### config.mk
export PLATFORM = sky130hd
export DESIGN_NAME = tsteer_top
export DESIGN_NICKNAME = d
export VERILOG_FILES = /design/src/rtl/tsteer_pkg.sv /design/src/rtl/tsteer_regbank.sv /design/src/rtl/tsteer_core_mux.sv /design/src/rtl/tsteer_top.sv
export SDC_FILE = /design/constraint.sdc
export NUM_CORES = 1
export LEC_CHECK = 0
export BUFFER_PORTS_ARGS = -buffer_cell sky130_fd_sc_hd__buf_2
export CAP_MARGIN = 30
export CORE_UTILIZATION = 30
export CTS_CLUSTER_DIAMETER = 100
export DETAILED_ROUTE_END_ITERATION = 7
export HOLD_SLACK_MARGIN = 0.03
export PLACE_DENSITY = 0.63
export RECOVER_POWER = 50
export SKIP_LAST_GASP = 1
export SLEW_MARGIN = 5
export SYNTH_ARGS = -nofsm -noshare
export SYNTH_HDL_FRONTEND = slang
export SYNTH_SLANG_ARGS = --single-unit
### constraint.sdc
create_clock -name clk_i -period 2.7 [get_ports clk_i]
set_input_delay 0.54 -clock clk_i [delete_from_list [all_inputs] [get_ports clk_i]]
set_output_delay 0.54 -clock clk_i [all_outputs]
set_load 0.1 [all_outputs]
### src/rtl/tsteer_pkg.sv
package tsteer_pkg;
  localparam int NCORE   = 4;
  localparam int NEVT    = 4;
  localparam int ADDR_W  = 8;
  localparam int DATA_W  = 32;
  localparam int CTRL_W  = 2 * NEVT;
  localparam logic [ADDR_W-1:0] BASE_OFS = 8'h40;
  localparam int SLOT_STRIDE = DATA_W / 8;

  typedef logic [CTRL_W-1:0] ctrl_t;
endpackage

### src/rtl/tsteer_regbank.sv
module tsteer_regbank #(
  parameter int NCORE  = tsteer_pkg::NCORE,
  parameter int NEVT   = tsteer_pkg::NEVT,
  parameter int ADDR_W = tsteer_pkg::ADDR_W,
  parameter int DATA_W = tsteer_pkg::DATA_W,
  parameter logic [ADDR_W-1:0] BASE = tsteer_pkg::BASE_OFS,
  parameter int STRIDE = tsteer_pkg::SLOT_STRIDE
) (
  input  logic                      clk,
  input  logic                      rst_n,
  input  logic                      bus_valid,
  input  logic                      bus_write,
  input  logic [ADDR_W-1:0]         bus_addr,
  input  logic [DATA_W-1:0]         bus_wdata,
  output logic [DATA_W-1:0]         bus_rdata,
  output logic [NCORE*2*NEVT-1:0]   ctrl_flat
);
  localparam int CW = 2 * NEVT;

  logic [CW-1:0]     ctrl_q [NCORE];
  logic [NCORE-1:0]  slot_hit;
  logic [DATA_W-1:0] rd_sel;
  logic [DATA_W-1:0] rdata_d, rdata_q;
  logic              rd_en;

  logic unused_wdata;
  assign unused_wdata = ^bus_wdata[DATA_W-1:CW];

  for (genvar c = 0; c < NCORE; c++) begin : g_slot
    localparam logic [ADDR_W-1:0] SLOT = BASE + ADDR_W'(c * STRIDE);
    logic          wr_en;
    logic [CW-1:0] ctrl_d;

    assign slot_hit[c] = (bus_addr == SLOT);
    assign wr_en       = bus_valid && bus_write && slot_hit[c];

    always_comb begin
      ctrl_d = ctrl_q[c];
      if (wr_en) ctrl_d = bus_wdata[CW-1:0];
    end

    always_ff @(posedge clk or negedge rst_n) begin
      if (!rst_n)     ctrl_q[c] <= '0;
      else if (wr_en) ctrl_q[c] <= ctrl_d;
    end

    assign ctrl_flat[c*CW +: CW] = ctrl_q[c];

    // a register moves only on a write to its own offset
    p_hold_unless_hit_r5: assert property (@(posedge clk) disable iff (!rst_n)
      !(bus_valid && bus_write && bus_addr == SLOT) |=> $stable(ctrl_q[c]));
  end

  always_comb begin
    rd_sel = '0;
    for (int c = 0; c < NCORE; c++) begin
      if (slot_hit[c]) rd_sel[CW-1:0] = ctrl_q[c];
    end
  end

  assign rd_en = bus_valid && !bus_write;

  always_comb begin
    rdata_d = rdata_q;
    if (rd_en) rdata_d = rd_sel;
  end

  always_ff @(posedge clk or negedge rst_n) begin
    if (!rst_n)     rdata_q <= '0;
    else if (rd_en) rdata_q <= rdata_d;
  end

  assign bus_rdata = rdata_q;

  // reserved read bits are zero
  p_rsvd_zero_r6: assert property (@(posedge clk) disable iff (!rst_n)
    bus_rdata[DATA_W-1:CW] == '0);

  // read data holds between reads
  p_rdata_hold_r7: assert property (@(posedge clk) disable iff (!rst_n)
    !rd_en |=> $stable(bus_rdata));
endmodule

### src/rtl/tsteer_core_mux.sv
module tsteer_core_mux #(
  parameter int NEVT = tsteer_pkg::NEVT
) (
  input  logic            clk,
  input  logic            rst_n,
  input  logic [NEVT-1:0] evt,
  input  logic [NEVT-1:0] irq_en,
  input  logic [NEVT-1:0] fiq_en,
  output logic            irq,
  output logic            fiq
);
  logic [NEVT-1:0] irq_route, fiq_route;
  logic            irq_d, fiq_d, irq_q, fiq_q;

  for (genvar e = 0; e < NEVT; e++) begin : g_evt
    assign fiq_route[e] = evt[e] & fiq_en[e];
    assign irq_route[e] = evt[e] & irq_en[e] & ~fiq_en[e];
  end

  always_comb begin
    irq_d = |irq_route;
    fiq_d = |fiq_route;
  end

  always_ff @(posedge clk or negedge rst_n) begin
    if (!rst_n) begin
      irq_q <= 1'b0;
      fiq_q <= 1'b0;
    end else begin
      irq_q <= irq_d;
      fiq_q <= fiq_d;
    end
  end

  assign irq = irq_q;
  assign fiq = fiq_q;

  // full FIQ enable leaves IRQ quiet
  p_fiq_override_r4: assert property (@(posedge clk) disable iff (!rst_n)
    (&fiq_en) |=> !irq);

  // no events, no requests one edge later
  p_quiet_events_r8: assert property (@(posedge clk) disable iff (!rst_n)
    (evt == '0) |=> (!irq && !fiq));

  // zero control register keeps the core silent
  p_zero_ctrl_r1: assert property (@(posedge clk) disable iff (!rst_n)
    (irq_en == '0 && fiq_en == '0) |=> (!irq && !fiq));
endmodule

### src/rtl/tsteer_top.sv
module tsteer_top #(
  parameter int NCORE  = tsteer_pkg::NCORE,
  parameter int NEVT   = tsteer_pkg::NEVT,
  parameter int ADDR_W = tsteer_pkg::ADDR_W,
  parameter int DATA_W = tsteer_pkg::DATA_W
) (
  input  logic                    clk_i,
  input  logic                    rst_ni,
  input  logic                    bus_valid_i,
  input  logic                    bus_write_i,
  input  logic [ADDR_W-1:0]       bus_addr_i,
  input  logic [DATA_W-1:0]       bus_wdata_i,
  output logic [DATA_W-1:0]       bus_rdata_o,
  input  logic [NCORE*NEVT-1:0]   evt_i,
  output logic [NCORE-1:0]        irq_o,
  output logic [NCORE-1:0]        fiq_o
);
  localparam int CW = 2 * NEVT;

  logic [1:0] rst_sync_q;
  logic       rst_n;
  logic [NCORE*CW-1:0] ctrl_flat;

  always_ff @(posedge clk_i or negedge rst_ni) begin
    if (!rst_ni) rst_sync_q <= 2'b00;
    else         rst_sync_q <= {rst_sync_q[0], 1'b1};
  end
  assign rst_n = rst_sync_q[1];

  tsteer_regbank #(
    .NCORE(NCORE), .NEVT(NEVT), .ADDR_W(ADDR_W), .DATA_W(DATA_W)
  ) regs_i (
    .clk       (clk_i),
    .rst_n     (rst_n),
    .bus_valid (bus_valid_i),
    .bus_write (bus_write_i),
    .bus_addr  (bus_addr_i),
    .bus_wdata (bus_wdata_i),
    .bus_rdata (bus_rdata_o),
    .ctrl_flat (ctrl_flat)
  );

  for (genvar c = 0; c < NCORE; c++) begin : g_core
    tsteer_core_mux #(.NEVT(NEVT)) mux_i (
      .clk    (clk_i),
      .rst_n  (rst_n),
      .evt    (evt_i[c*NEVT +: NEVT]),
      .irq_en (ctrl_flat[c*CW +: NEVT]),
      .fiq_en (ctrl_flat[c*CW + NEVT +: NEVT]),
      .irq    (irq_o[c]),
      .fiq    (fiq_o[c])
    );
  end
endmodule

==> flow_metrics.env <==
export IMPL_status="completed"
export IMPL_clk_pin_slew_ns=0.08
export IMPL_io_buffers=51
export IMPL_setup_slack_ns=0.6719
export IMPL_syn_area_per_cell_sq_um=13.28
export IMPL_synth_area_sq_um=2510
export IMPL_routabilityCongestion=0.7270
export IMPL_synth_top_area_share_pct=49.85
export IMPL_dieArea_sq_um=8736
export IMPL_grt_pass1_wl_um=8307
export IMPL_synth_top_area_cell="dfrtp_1"
export IMPL_firstDrtPassIters=4
export IMPL_grt_ovfl_total=0
export IMPL_switching_share_pct=32.09
export IMPL_fmax_mhz=493.1
export IMPL_ctsResizeCount=0
export IMPL_final_nets=298
export IMPL_crit_required_ns=2.89
export IMPL_maxCapViolCount=0
export IMPL_vias_per_cell=4.587
export IMPL_diodes=0
export IMPL_cts_root_buf="clkbuf_8"
export IMPL_hold_viol_final=0
export IMPL_grt_max_degree=40
export IMPL_layout_drive_gt1_share_pct=46.86
export IMPL_muxShareOfSynthArea_pct=21.54
export IMPL_die_w_um=93.47
export IMPL_finalSetupTns_ns=0
export IMPL_cts_tree="done"
export IMPL_vdd_drop_max_v=0.0002444
export IMPL_grt_use_total_pct=12.91
export IMPL_pre_cts_ws_ns=0.3323
export IMPL_hp_class="register to async pin"
export IMPL_core_area_sq_um=7928
export IMPL_synthSimpleGateAreaFrac_pct=10.27
export IMPL_clkPwrFrac_pct=32.0
export IMPL_synth_area_leaders="dfrtp_1 (50%), mux2_2 (14%), buf_4 (9.6%), mux4_2 (7.2%), nor4_4 (4.2%)"
export IMPL_p_comb_share_pct=19.2
export IMPL_grt_pass1_vias=1524
export IMPL_dp_cells=332
export IMPL_p_leak_nw=1.447
export IMPL_ant_nets=0
export IMPL_synth_seq_cells=50
export IMPL_clock_sinks=50
export IMPL_clk_latency_ns=0.31
export IMPL_rows=32
export IMPL_cts_max_level=2
export IMPL_ios=100
export IMPL_yosys_area_share_adder_pct=0
export IMPL_postLayoutCoreUtil_pct=36.25
export IMPL_power_frac_seq_pct=48.8
export IMPL_synthXorXnorAreaFrac_pct=0
export IMPL_finalSetupViolCount=0
export IMPL_drtIter0Drc=92
export IMPL_rsz0062_at_grt="false"
export IMPL_dieHeight_um=93.47
export IMPL_drc_errors=0
export IMPL_area_growth_pct=14.51
export IMPL_clock_path_buffers=2
export IMPL_path_class="input pin to register"
export IMPL_synthCells=189
export IMPL_power_density_nw_per_um2=561.9
export IMPL_cts_buffers=5
export IMPL_cp_start_kind="input pin"
export IMPL_finalNonFillerCells=341
export IMPL_cp_end_kind="register"
export IMPL_drt_wl_total_um=5173
export IMPL_dp_hpwl_um=4021
export IMPL_start_util_pct=31.66
export IMPL_clock_skew_ns=0.008001
export IMPL_worst_hold_slack_ns=0.1880
export IMPL_ys_seq_area_share_pct=49.85
export IMPL_synth_compound_area_share_pct=7.178
export IMPL_period_share_pct=75.12
export IMPL_p_switching_w=0.0005182
export IMPL_p_int_w=0.001097
export IMPL_yosysUniqueCellTypes=20
export IMPL_wl_per_cell_um=15.17
export IMPL_ys_warn_count=0
export IMPL_arrival_ns=2.22
export IMPL_vias=1564
export IMPL_postCtsSetupBuffers=0
export IMPL_antenna_found_initial=0
export IMPL_drv_slew=0
export IMPL_synth_top_family_by_area="multiplexers"
export IMPL_period_needed_ns=2.028
export IMPL_critPathMaxFanout=8
export IMPL_hold_buffers=1
[cell usage after synthesis]
master    number
nand4b_1       2
dfrtp_1       50
o22ai_1        8
nor4_4         5
a22oi_1        8
buf_1          1
conb_1         2
or4bb_1        1
nand4_1        1
nand2b_1       1
nand2_1       20
buf_6          1
mux2_2        32
or4b_1         1
mux4_2         8
a22o_1         8
or2_2          4
buf_4         32
buf_2          2
clkbuf_1       2
[power by group through the flow]
stage	sequential, W	clock [W]	combinational (W)
detailed placement	0.000803	0	0.000310
CTS	0.000788	0.000537	0.000312
global placement	0.000813	0	0.000294
finish	0.000788	0.000517	0.000310
global route	0.000791	0.000566	0.000325
floorplan	0.000804	0	0.000284
[metrics by stage]
stage	area (sq um)	total power (W)
floorplan	2596	0.001088
global placement	2738	0.001107
detailed placement	2758	0.001113
CTS	2877	0.001637
global route	2874	0.001683
finish	2874	0.001615
[per-layer routing]
layer | vias up | track usage (%) | share of wire [%] | wire (um)
li1 | 736 | - | - | -
met1 | 757 | 18.41 | 49 | 2518
met2 | 64 | 19.12 | 45 | 2311
met3 | 7 | 2.764 | 5.2 | 268
met4 | 0 | 5.000 | 1.4 | 74
met5 | - | 0 | 0 | 0
[area by class of cell]
class                   instances  area (sq um)
clock buffers                   5         68.82
fillers                       798          5054
repair buffers                 57         314.1
clock inverters                 3         40.04
multi-input cells             124          1072
well taps                     102         127.6
flip-flops and latches         50          1251
[placed cells by master, fill, tap and decap left out]
| cell type | Yosys | layout |
|---|---|---|
| dlygate4sd3_1 | 0 | 1 |
| buf_4 | 32 | 4 |
| a22o_1 | 8 | 8 |
| nand2_1 | 20 | 20 |
| or4b_1 | 1 | 1 |
| or4bb_1 | 1 | 1 |
| clkbuf_1 | 2 | 1 |
| buf_2 | 2 | 50 |
| mux2_2 | 32 | 32 |
| nor4_4 | 5 | 5 |
| o22ai_1 | 8 | 8 |
| clkinv_2 | 0 | 2 |
| or2_2 | 4 | 4 |
| nand4b_1 | 2 | 2 |
| dfrtp_1 | 50 | 50 |
| a22oi_1 | 8 | 8 |
| bufinv_16 | 0 | 1 |
| nand4_1 | 1 | 1 |
| mux4_2 | 8 | 8 |
| conb_1 | 2 | 25 |
| clkbuf_8 | 0 | 5 |
| nand2b_1 | 1 | 1 |
| buf_12 | 0 | 1 |
[state kept, by name, indices dropped and copies added, names as in the netlist]
register,cells
regs_i.ctrl_flat,32
rst_sync_q,2
regs_i.bus_rdata,8
g_core.mux_i.irq,4
g_core.mux_i.fiq,4
[logic make-up after synthesis]
kind of cell / after synthesis
AND/OR/NAND/NOR: 35
flip-flops: 50
AO/OA/AOI/OAI: 24
multiplexers: 40
other: 2
buffers and inverters: 38
[path summary, 6_finish.rpt]
path,from,to,slack (ns),cells after the start
max reg2reg,regs_i.ctrl_flat[29],regs_i.bus_rdata[5],1.47,2
max in group asynchronous,rst_sync_q[1],regs_i.ctrl_flat[13],1.97,1
min reg2reg,rst_sync_q[1],g_core[3].mux_i.fiq,0.19,0
min in group clk_i,rst_sync_q[0],rst_sync_q[1],0.36,0
min,rst_sync_q[1],g_core[3].mux_i.fiq,0.19,0
max,bus_addr_i[7],regs_i.ctrl_flat[16],0.67,5
[worst max-delay path: stages]
cell and delay (ns):
buf_2 0.09, or4b_1 0.74, nor4_4 0.28, buf_4 0.22, mux2_2 0.35
No activity file was read; power rests on OpenSTA's default activity.
